--- config.mk ---
export PLATFORM = sky130hd
export DESIGN_NAME = mbx_top
export DESIGN_NICKNAME = d
export VERILOG_FILES = /design/src/rtl/mbx_pkg.sv /design/src/rtl/mbx_core.sv /design/src/rtl/mbx_bereg.sv /design/src/rtl/mbx_wbuf.sv /design/src/rtl/mbx_rbuf.sv /design/src/rtl/mbx_top.sv
export SDC_FILE = /design/constraint.sdc
export NUM_CORES = 1
export LEC_CHECK = 0
export ABC_AREA = 1
export BUFFER_PORTS_ARGS = -buffer_cell sky130_fd_sc_hd__buf_2
export CAP_MARGIN = 15
export CORE_UTILIZATION = 25
export CTS_BUF_LIST = sky130_fd_sc_hd__clkbuf_8
export CTS_CLUSTER_DIAMETER = 80
export DETAILED_ROUTE_END_ITERATION = 16
export GPL_ROUTABILITY_DRIVEN = 0
export PLACE_DENSITY = 0.54
export SYNTH_ARGS = -nofsm -noshare
export SYNTH_HDL_FRONTEND = slang
export SYNTH_SLANG_ARGS = --single-unit
--- constraint.sdc ---
create_clock -name clk -period 4 [get_ports clk]
set_input_delay 0.4 -clock clk [delete_from_list [all_inputs] [get_ports clk]]
set_output_delay 0.4 -clock clk [all_outputs]
set_load 0.1 [all_outputs]
--- src/rtl/mbx_pkg.sv ---
`timescale 1ns/1ps
package mbx_pkg;

  // Host-visible offsets (byte addresses)
  localparam logic [7:0] OFS_CMD  = 8'h00;
  localparam logic [7:0] OFS_STS  = 8'h04;
  localparam logic [7:0] OFS_SRC  = 8'h08;
  localparam logic [7:0] OFS_DST  = 8'h0C;
  localparam logic [7:0] OFS_WBUF = 8'h80;
  localparam logic [7:0] OFS_RBUF = 8'h90;

  typedef struct packed {
    logic [7:0] size;
    logic [3:0] sub;
    logic       ioc;
    logic [7:0] code;
  } cmd_t;

  // Field positions of the command word
  function automatic cmd_t cmd_unpack(input logic [31:0] w);
    cmd_t c;
    c.size = w[23:16];
    c.sub  = w[15:12];
    c.ioc  = w[8];
    c.code = w[7:0];
    return c;
  endfunction

  // Status word layout
  function automatic logic [31:0] sts_pack(input logic busy, input logic err,
                                           input logic [3:0] sub,
                                           input logic [7:0] init_id,
                                           input logic [7:0] code);
    return {8'h00, code, init_id, sub, 2'b00, err, busy};
  endfunction

  function automatic logic [7:0] byte_pick(input logic [31:0] w, input logic [1:0] sel);
    return w[8*sel +: 8];
  endfunction

  function automatic logic in_window(input logic [7:0] a, input logic [7:0] base,
                                     input int unsigned words);
    return (int'(a) >= int'(base)) && (int'(a) < int'(base) + 4 * int'(words));
  endfunction

endpackage

--- src/rtl/mbx_core.sv ---
`timescale 1ns/1ps
module mbx_core
  import mbx_pkg::*;
(
  input  logic        clk,
  input  logic        rst_n,
  input  logic        cmd_accept,
  input  logic [31:0] cmd_word,
  input  logic        done_take,
  input  logic        done_err,
  input  logic [7:0]  done_code,
  output logic        busy,
  output logic        err_q,
  output logic [7:0]  code_q,
  output cmd_t        cmd_q,
  output logic        doorbell,
  output logic        irq
);

  always_ff @(posedge clk) begin
    if (!rst_n) begin
      busy     <= 1'b0;
      err_q    <= 1'b0;
      code_q   <= '0;
      cmd_q    <= '0;
      doorbell <= 1'b0;
      irq      <= 1'b0;
    end else begin
      doorbell <= cmd_accept;
      irq      <= done_take & cmd_q.ioc;
      if (cmd_accept) begin
        cmd_q  <= cmd_unpack(cmd_word);
        busy   <= 1'b1;
        err_q  <= 1'b0;
        code_q <= '0;
      end else if (done_take) begin
        busy   <= 1'b0;
        err_q  <= done_err;
        code_q <= done_code;
      end
    end
  end

endmodule

--- src/rtl/mbx_bereg.sv ---
`timescale 1ns/1ps
module mbx_bereg #(
  parameter int LANES = 4,
  localparam int W = 8 * LANES
) (
  input  logic             clk,
  input  logic             rst_n,
  input  logic             we,
  input  logic [LANES-1:0] be,
  input  logic [W-1:0]     wdata,
  output logic [W-1:0]     q
);

  for (genvar b = 0; b < LANES; b++) begin : g_lane
    logic [7:0] lane_q;
    always_ff @(posedge clk) begin
      if (!rst_n)
        lane_q <= '0;
      else if (we && be[b])
        lane_q <= wdata[8*b +: 8];
    end
    assign q[8*b +: 8] = lane_q;
  end

endmodule

--- src/rtl/mbx_wbuf.sv ---
`timescale 1ns/1ps
module mbx_wbuf #(
  parameter int WORDS = 4,
  localparam int IW = $clog2(WORDS)
) (
  input  logic                clk,
  input  logic                rst_n,
  input  logic                we,
  input  logic [IW-1:0]       idx,
  input  logic [3:0]          be,
  input  logic [31:0]         wdata,
  output logic [32*WORDS-1:0] flat
);

  logic full_word;
  assign full_word = (be == 4'hF);

  for (genvar w = 0; w < WORDS; w++) begin : g_word
    logic [31:0] word_q;
    always_ff @(posedge clk) begin
      if (!rst_n)
        word_q <= '0;
      else if (we && full_word && (idx == IW'(w)))
        word_q <= wdata;
    end
    assign flat[32*w +: 32] = word_q;
  end

endmodule

--- src/rtl/mbx_rbuf.sv ---
`timescale 1ns/1ps
module mbx_rbuf
  import mbx_pkg::*;
#(
  parameter int WORDS = 4,
  localparam int IW = $clog2(WORDS)
) (
  input  logic          clk,
  input  logic          rst_n,
  input  logic          c_we,
  input  logic [IW-1:0] c_idx,
  input  logic [31:0]   c_data,
  input  logic [IW-1:0] rd_idx,
  input  logic [1:0]    rd_sel,
  input  logic          rd_byte,
  output logic [31:0]   rd_data
);

  logic [31:0] words [WORDS];

  for (genvar w = 0; w < WORDS; w++) begin : g_word
    logic [31:0] word_q;
    always_ff @(posedge clk) begin
      if (!rst_n)
        word_q <= '0;
      else if (c_we && (c_idx == IW'(w)))
        word_q <= c_data;
    end
    assign words[w] = word_q;
  end

  logic [31:0] sel_word;
  assign sel_word = words[rd_idx];
  assign rd_data  = rd_byte ? {24'h0, byte_pick(sel_word, rd_sel)} : sel_word;

endmodule

--- src/rtl/mbx_top.sv ---
`timescale 1ns/1ps
module mbx_top
  import mbx_pkg::*;
#(
  parameter int         AW           = 8,
  parameter int         BUF_WORDS    = 4,
  parameter logic [7:0] INITIATOR_ID = 8'h01
) (
  input  logic                          clk,
  input  logic                          rst_n,
  input  logic [AW-1:0]                 h_addr,
  input  logic                          h_we,
  input  logic [3:0]                    h_be,
  input  logic [31:0]                   h_wdata,
  output logic [31:0]                   h_rdata,
  output logic                          host_irq,
  output logic                          c_doorbell,
  output logic [7:0]                    c_cmd_code,
  output logic [3:0]                    c_cmd_sub,
  output logic [7:0]                    c_cmd_size,
  output logic                          c_cmd_ioc,
  output logic [31:0]                   c_src_ptr,
  output logic [31:0]                   c_dst_ptr,
  output logic [32*BUF_WORDS-1:0]       c_wbuf,
  input  logic                          c_rb_we,
  input  logic [$clog2(BUF_WORDS)-1:0]  c_rb_idx,
  input  logic [31:0]                   c_rb_data,
  input  logic                          c_done,
  input  logic                          c_err,
  input  logic [7:0]                    c_code
);

  localparam int IW = $clog2(BUF_WORDS);

  // Address decode (low 8 bits carry the offset)
  logic [7:0] ofs;
  logic       hi_zero;
  assign ofs     = h_addr[7:0];
  assign hi_zero = (h_addr >> 8) == '0;

  logic sel_cmd, sel_sts, sel_src, sel_dst, sel_wbuf, sel_rbuf;
  assign sel_cmd  = hi_zero && (ofs == OFS_CMD);
  assign sel_sts  = hi_zero && (ofs == OFS_STS);
  assign sel_src  = hi_zero && (ofs == OFS_SRC);
  assign sel_dst  = hi_zero && (ofs == OFS_DST);
  assign sel_wbuf = hi_zero && in_window(ofs, OFS_WBUF, BUF_WORDS);
  assign sel_rbuf = hi_zero && in_window(ofs, OFS_RBUF, BUF_WORDS);

  logic [IW-1:0] word_idx;
  assign word_idx = ofs[IW+1:2];

  // Named events for the checker
  logic busy;
  logic cmd_accept;
  logic done_take;
  assign cmd_accept = h_we && sel_cmd && !busy;
  assign done_take  = c_done && busy;

  logic       err_q;
  logic [7:0] code_q;
  cmd_t       cmd_q;

  mbx_core u_core (
    .clk        (clk),
    .rst_n      (rst_n),
    .cmd_accept (cmd_accept),
    .cmd_word   (h_wdata),
    .done_take  (done_take),
    .done_err   (c_err),
    .done_code  (c_code),
    .busy       (busy),
    .err_q      (err_q),
    .code_q     (code_q),
    .cmd_q      (cmd_q),
    .doorbell   (c_doorbell),
    .irq        (host_irq)
  );

  assign c_cmd_code = cmd_q.code;
  assign c_cmd_sub  = cmd_q.sub;
  assign c_cmd_size = cmd_q.size;
  assign c_cmd_ioc  = cmd_q.ioc;

  mbx_bereg #(.LANES(4)) u_src (
    .clk (clk), .rst_n (rst_n), .we (h_we && sel_src), .be (h_be),
    .wdata (h_wdata), .q (c_src_ptr)
  );

  mbx_bereg #(.LANES(4)) u_dst (
    .clk (clk), .rst_n (rst_n), .we (h_we && sel_dst), .be (h_be),
    .wdata (h_wdata), .q (c_dst_ptr)
  );

  mbx_wbuf #(.WORDS(BUF_WORDS)) u_wbuf (
    .clk   (clk),
    .rst_n (rst_n),
    .we    (h_we && sel_wbuf),
    .idx   (word_idx),
    .be    (h_be),
    .wdata (h_wdata),
    .flat  (c_wbuf)
  );

  logic [31:0] rbuf_rd;
  mbx_rbuf #(.WORDS(BUF_WORDS)) u_rbuf (
    .clk     (clk),
    .rst_n   (rst_n),
    .c_we    (c_rb_we),
    .c_idx   (c_rb_idx),
    .c_data  (c_rb_data),
    .rd_idx  (word_idx),
    .rd_sel  (ofs[1:0]),
    .rd_byte (h_be != 4'hF),
    .rd_data (rbuf_rd)
  );

  // Read mux: write-only and unmapped offsets return zero
  always_comb begin
    h_rdata = '0;
    if (sel_sts)
      h_rdata = sts_pack(busy, err_q, cmd_q.sub, INITIATOR_ID, code_q);
    else if (sel_src)
      h_rdata = c_src_ptr;
    else if (sel_dst)
      h_rdata = c_dst_ptr;
    else if (sel_rbuf)
      h_rdata = rbuf_rd;
  end

endmodule

# Yosys cells after proc, flatten, opt, wreduce, memory -nomap -nowiden
# Index checks and enable logic that the tools add are counted.
[op_classes]
reduce_logical = 31
eq_ne = 11
magnitude_cmp = 5
mux = 10
shift = 1
n_bitwise = 3
[ops]
columns = ["op", "n"]
rows = [
  ["2-to-1 mux 32 bit", 7],
  ["binary-select mux 32 bit (select 2 bit)", 1],
  ["variable part select 32 x 6 -> 8 bit", 1],
  ["logical AND 1 bit", 25],
  ["== test 8 x 4 -> 1 bit, second input constant", 2],
  [">= comparator 8 bit, second input constant", 2],
  ["< comparator 8 bit, second input constant", 2],
  ["== test 2 bit, second input constant", 4],
  ["== test 8 x 3 -> 1 bit, second input constant", 1],
  ["logical NOT 8 bit", 1],
  ["== test 2 x 1 -> 1 bit, second input constant", 2],
  ["== test 4 bit, second input constant", 1],
  ["logical NOT 2 bit", 2],
  ["!= test 4 bit, second input constant", 1],
  [">= comparator 3 bit, second input constant", 1],
  ["inverter 2 -> 3 bit", 1],
  ["2-to-1 mux 1 bit", 2],
  ["nonzero test 2 bit", 1],
  ["OR reduction 2 bit", 1],
  ["bitwise AND 1 bit", 1],
  ["logical NOT 1 bit", 1],
  ["inverter 1 bit", 1],
]
[totals]
ff_bits = 353
out_inout_bits = 247
wordCells = 86
in_bits = 92

# Longest topological paths before layout
[depth]
depth_word = 10
mapped_depth = 14
mapped_depth_nobuf = 11

# By module
# From an unflattened synthesis, not the netlist that was laid out.
[unflattened]
cells_unflattened = 2641
hier_area_um2 = 16961.3
[by_module_without_submodules]
columns = ["mod", "instances", "seq_area_each_um2", "cells_each", "area_per_inst_um2"]
rows = [
  ["mbx_wbuf", 1, 2562.5, 1010, 6304.8],
  ["mbx_rbuf", 1, 2562.5, 894, 5982.0],
  ["mbx_bereg", 2, 640.6, 203, 1306.3],
  ["mbx_core", 1, 660.6, 139, 1093.5],
  ["mbx_top", 1, 0.0, 192, 968.4],
]

# Worst setup path before layout
# No wires, ideal clock.
[synth_path]
path_type = "input -> output"
startpoint = "in h_addr[1]"
endpoint = "out h_rdata[12]"
path_slack_ns = 0.641
n_path_buf = 3
stages = 7
arrival_ns = 2.959
required_time_ns = 3.600
path_cell_list = "buf_2 or2_4 nor2_8 nand4_4 buf_4 buf_2 o221ai_1"
[synth_via]
elab_chain_len = 6
word_cells_on_any_way = 10
classes_between = "order compare: 2; eq/ne: 3; mux: 4; reduce/logical: 1"
[synth_lines]
columns = ["element", "line_no", "source"]
rows = [
  ["start: declaration", "mbx_top.sv:11", "input logic [AW-1:0] h_addr,"],
  [">= comparator 8 bit / < comparator 8 bit (equally long branches)", "mbx_pkg.sv:43", "return (int'(a) >= int'(base)) && (int'(a) < int'(base) + 4 * int'(words));"],
  ["logical AND 1 bit", "mbx_pkg.sv:43", ""],
  ["2-to-1 mux 32 bit", "mbx_top.sv:126", "else if (sel_rbuf)"],
  ["2-to-1 mux 32 bit", "mbx_top.sv:124", "else if (sel_dst)"],
  ["2-to-1 mux 32 bit", "mbx_top.sv:122", "else if (sel_src)"],
  ["2-to-1 mux 32 bit (*)", "mbx_top.sv:120", "if (sel_sts)"],
  ["end: declaration", "mbx_top.sv:15", "output logic [31:0] h_rdata,"],
]
# Every way passes the cells marked *; elsewhere a longest branch is shown, timed or not.

# Worst setup path in the final report
[layout_path]
startpoint = "in h_addr[3]"
endpoint = "out h_rdata[2]"
[layout_via]
elab_chain_len = 10
word_cells_on_any_way = 16
classes_between = "order compare: 2; eq/ne: 3; shift: 1; mux: 8; bitwise: 1; reduce/logical: 1"
[layout_lines]
columns = ["element", "line_no", "source"]
rows = [
  ["inverter 2 -> 3 bit (implied by the code)", "mbx_rbuf.sv:33", "assign sel_word = words[rd_idx];"],
  ["binary-select mux 32 bit (select 2 bit)", "mbx_rbuf.sv:33", ""],
  ["2-to-1 mux 32 bit (implied by the code) (2 in series)", "mbx_rbuf.sv:33", ""],
  ["variable part select 32 x 6 -> 8 bit", "mbx_pkg.sv:38", "return w[8*sel +: 8];"],
  ["2-to-1 mux 32 bit", "mbx_rbuf.sv:34", "assign rd_data = rd_byte ? {24'h0, byte_pick(sel_word, rd_sel)} : sel_word;"],
  ["2-to-1 mux 32 bit", "mbx_top.sv:126", ""],
  ["2-to-1 mux 32 bit", "mbx_top.sv:124", ""],
  ["2-to-1 mux 32 bit", "mbx_top.sv:122", ""],
  ["2-to-1 mux 32 bit (*)", "mbx_top.sv:120", ""],
]
# Every way passes the cells marked *; elsewhere a longest branch is shown, timed or not. The select of a mux whose other input is x is not followed.

==> impl_metrics.csv <==
group,metric,value,unit
setup_path,critPathCaptureType,"output port",
die,rows,87,
clock_network,clock_tree.buffer_depth,3,
setup_path,critPathLaunchType,"input pin",
synth,yosys.area.top_type_share,0.4907,
setup_path,timing.rr.end,"u_core.cmd_q[8]",
die,io_pins,339,
placed_design,port_buffers,338,
grt,grt_max_degree,165,
min_path,whs_endpoint,"u_core.code_q[2]",
min_path,hold_depth,3,
power_and_ir_drop,switchingPower,1.995,mW
placed_design,dpl.hpwl,41920,um
status,status,"finished, final reports clean",
min_path,min_from,"c_code[2]",
power_and_ir_drop,power_frac_clock,0.447,
setup_path,cp.required,3.60,ns
setup_path,reg2reg_depth,4,
die,start_util,0.2544,
die,fp.dieW,242.0,um
die,dieArea,58570,sq um
setup_path,crit_arrival,2.64,ns
die,core_area,56600,sq um
setup_path,r2r-start,"u_core.busy",
drt,viasPerCell,4.752,
setup_path,worstSetupPathType,"input pin to output port",
timing,post-route-min-period,3.043,ns
timing,worst_slew_pin_slew,0.7089,ns
finish,nNetsFinal,2378,
clock_network,cts.sinks,353,
min_path,hold_path_class,"input pin to flop",
clock_network,cts_buffers,66,
clock_network,cts_root_buf,"clkbuf_8",
synth,syn_area_per_cell,7.295,sq um
synth,synthCells,1974,
timing,relSlewSlack,0.5274,
synth,synth_top_area_cell,"dfxtp_1",
timing,rsz0062_at_grt,"false",
setup_path,reg2reg_setup_slack,2.36,ns
power_and_ir_drop,powerDensity,409.6,nW/um^2
timing,maxSlewViolCount,0,
timing,whs,0.05487,ns
timing,setup_total_negative_slack,0,ns
synth,synthArstFlopShare,0,
job,cap_violations,0,
grt,antenna_found_initial,6,
grt,grt_usage,0.1967,
power_and_ir_drop,combPwrFrac,0.074,
synth,synth_edf_count,0,
synth,ys_warn_count,0,
power_and_ir_drop,leakage,7.972,nW
finish,drive_above_1_share,0.2066,
timing,maxClockFrequency,328.7,MHz
clock_network,cts_tree,"yes",
synth,synth_ff_type,"dfxtp_1",
synth,ys_top_cells_by_count,"387 x nand2_1, 353 x dfxtp_1, 279 x o21ai_0, 246 x a21oi_1, 206 x nor2_1",
timing,finalSetupViolations,0,
synth,ys_top_cells_by_area,"dfxtp_1 49%, nand2_1 10%, o21ai_0 9.7%",
synth,synthesis.nets,2066,
drt,wl,58980,um
finish,diodes,0,
drt,drt-initial-drc-count,1094,
power_and_ir_drop,finalPower,7.547,mW
drt,antenna_left,0,
clock_network,cts.repair.resized,0,
drt,drc,0,
synth,yosysUniqueCellTypes,29,
timing,hold_viol,0,
drt,routedWlPerCell,19.16,um
power_and_ir_drop,power_frac_seq,0.479,
grt,grt_pass1_vias,13647,
clock_network,htree_levels,3,
finish,area_delta_synth_final,27.96,%
grt,grt_overflow,0,
synth,synthesis.area,14400,sq um
finish,fin_util,0.3256,
timing,period_share,0.7607,
setup_path,cp_max_fo,19,
placed_design,dp_cells,2964,
synth,yosys_register_bits,353,
clock_network,clk_latency,0.65,ns
synth,synthMostInstantiatedCell,"nand2_1",
grt,grt_first_pass_wirelength,87840,um
synth,yosysSeqAreaShare,0.4907,
timing,skew,0.03027,ns
die,fp.dieH,242.0,um
clock_network,cts.reportedPaths.clkPinSlew,0.06,ns
drt,drtPass1Iterations,5,
power_and_ir_drop,switching_share,0.2643,
power_and_ir_drop,p_int,5.553,mW
drt,num_vias,14632,
finish,fin_cells,3079,
power_and_ir_drop,ir_drop,0.2237,mV
-- power groups by stage --
stage | Sequential, mW | Combinational [mW] | Clock (mW)
after global routing | 3.62 | 0.604 | 3.62
after CTS | 3.62 | 0.550 | 3.46
final | 3.62 | 0.555 | 3.37
after floorplan | 3.71 | 0.275 | 0
after global placement | 3.69 | 0.535 | 0
after detailed placement | 3.69 | 0.541 | 0
-- state kept, by name, indices dropped and copies added, names as in the netlist --
| name | flops |
|---|---|
| u_wbuf.g_word.word_q | 128 |
| u_core.busy | 1 |
| u_rbuf.g_word.word_q | 128 |
| u_core.code_q | 8 |
| u_src.g_lane.lane_q | 32 |
| u_dst.g_lane.lane_q | 32 |
| u_core.doorbell | 1 |
| u_core.irq | 1 |
| u_core.cmd_q | 21 |
| u_core.err_q | 1 |
-- critical path, cell delays in order --
cell and delay, ns:
buf_2 0.32, inv_2 0.26, nor2_1 0.34, buf_4 0.32, nand2_1 0.08, nand3_1 0.11, nand2_1 0.06, nand3_1 0.09
nand2_1 0.08, nand2_1 0.07, nand2_1 0.15, nand3_1 0.16, buf_12 0.19
-- worst max-delay path by stage --
stage	start	to	slack, ns
after CTS	h_addr[3]	h_rdata[3]	0.93
after global routing	h_addr[3]	h_rdata[3]	0.78
after detailed placement	h_addr[3]	h_rdata[3]	0.94
after floorplan	h_addr[1]	h_rdata[12]	0.64
final	h_addr[3]	h_rdata[2]	0.96
after global placement	h_addr[3]	h_rdata[3]	0.97
-- final cells by class --
| class | count | area [sq um] |
|---|---|---|
| fill | 6060 | 38180 |
| sequential | 353 | 7067 |
| multi-input combinational | 1292 | 6012 |
| timing repair buffer | 377 | 2431 |
| clock buffer | 78 | 1074 |
| tap | 756 | 945.9 |
| inverter | 196 | 735.7 |
| clock inverter | 27 | 162.7 |
-- per-layer routing --
layer | vias up | wire length (um) | GRT usage
met3 | 103 | 4144 | 0.04531
met4 | 4 | 1646 | 0.06832
met5 | - | 22 | 0
met2 | 620 | 26290 | 0.3087
li1 | 7050 | - | -
met1 | 6855 | 26890 | 0.2635
-- repair_timing --
| action | in CTS | in global routing |
|---|---|---|
| setup buffers | 0 | 0 |
| hold endpoints to repair | 12 | 0 |
| hold buffers | 10 | 0 |
-- metrics by stage --
| step | setup slack (ns) | instance area (sq um) |
|---|---|---|
| finish | 0.9573 | 18430 |
| global route | 0.7763 | 18430 |
| CTS | 0.9269 | 18430 |
| detailed placement | 0.9397 | 17090 |
| global placement | 0.9698 | 17090 |
| floorplan | 0.6406 | 14400 |
-- cell usage in the layout (no fill, tap or decap), drive strengths merged --
master / count
o2111ai: 9
a22oi: 11
nor2: 214
a21oi: 246
bufinv: 1
nand4: 10
a41oi: 2
o21ai: 281
clkbuf: 78
o221ai: 15
dlygate4sd3: 10
buf: 367
nor3: 2
nand3: 107
or2: 1
dfxtp: 353
nand2: 393
nand3b: 1
clkinvlp: 4
clkinv: 7
inv: 211
-- cell families after synthesis --
family | share of synthesized area
buffers and inverters | 0.09235
flip-flops | 0.4907
AND/OR/NAND/NOR | 0.2123
AO/OA/AOI/OAI | 0.2047
Power figures use the tool's default switching activity.
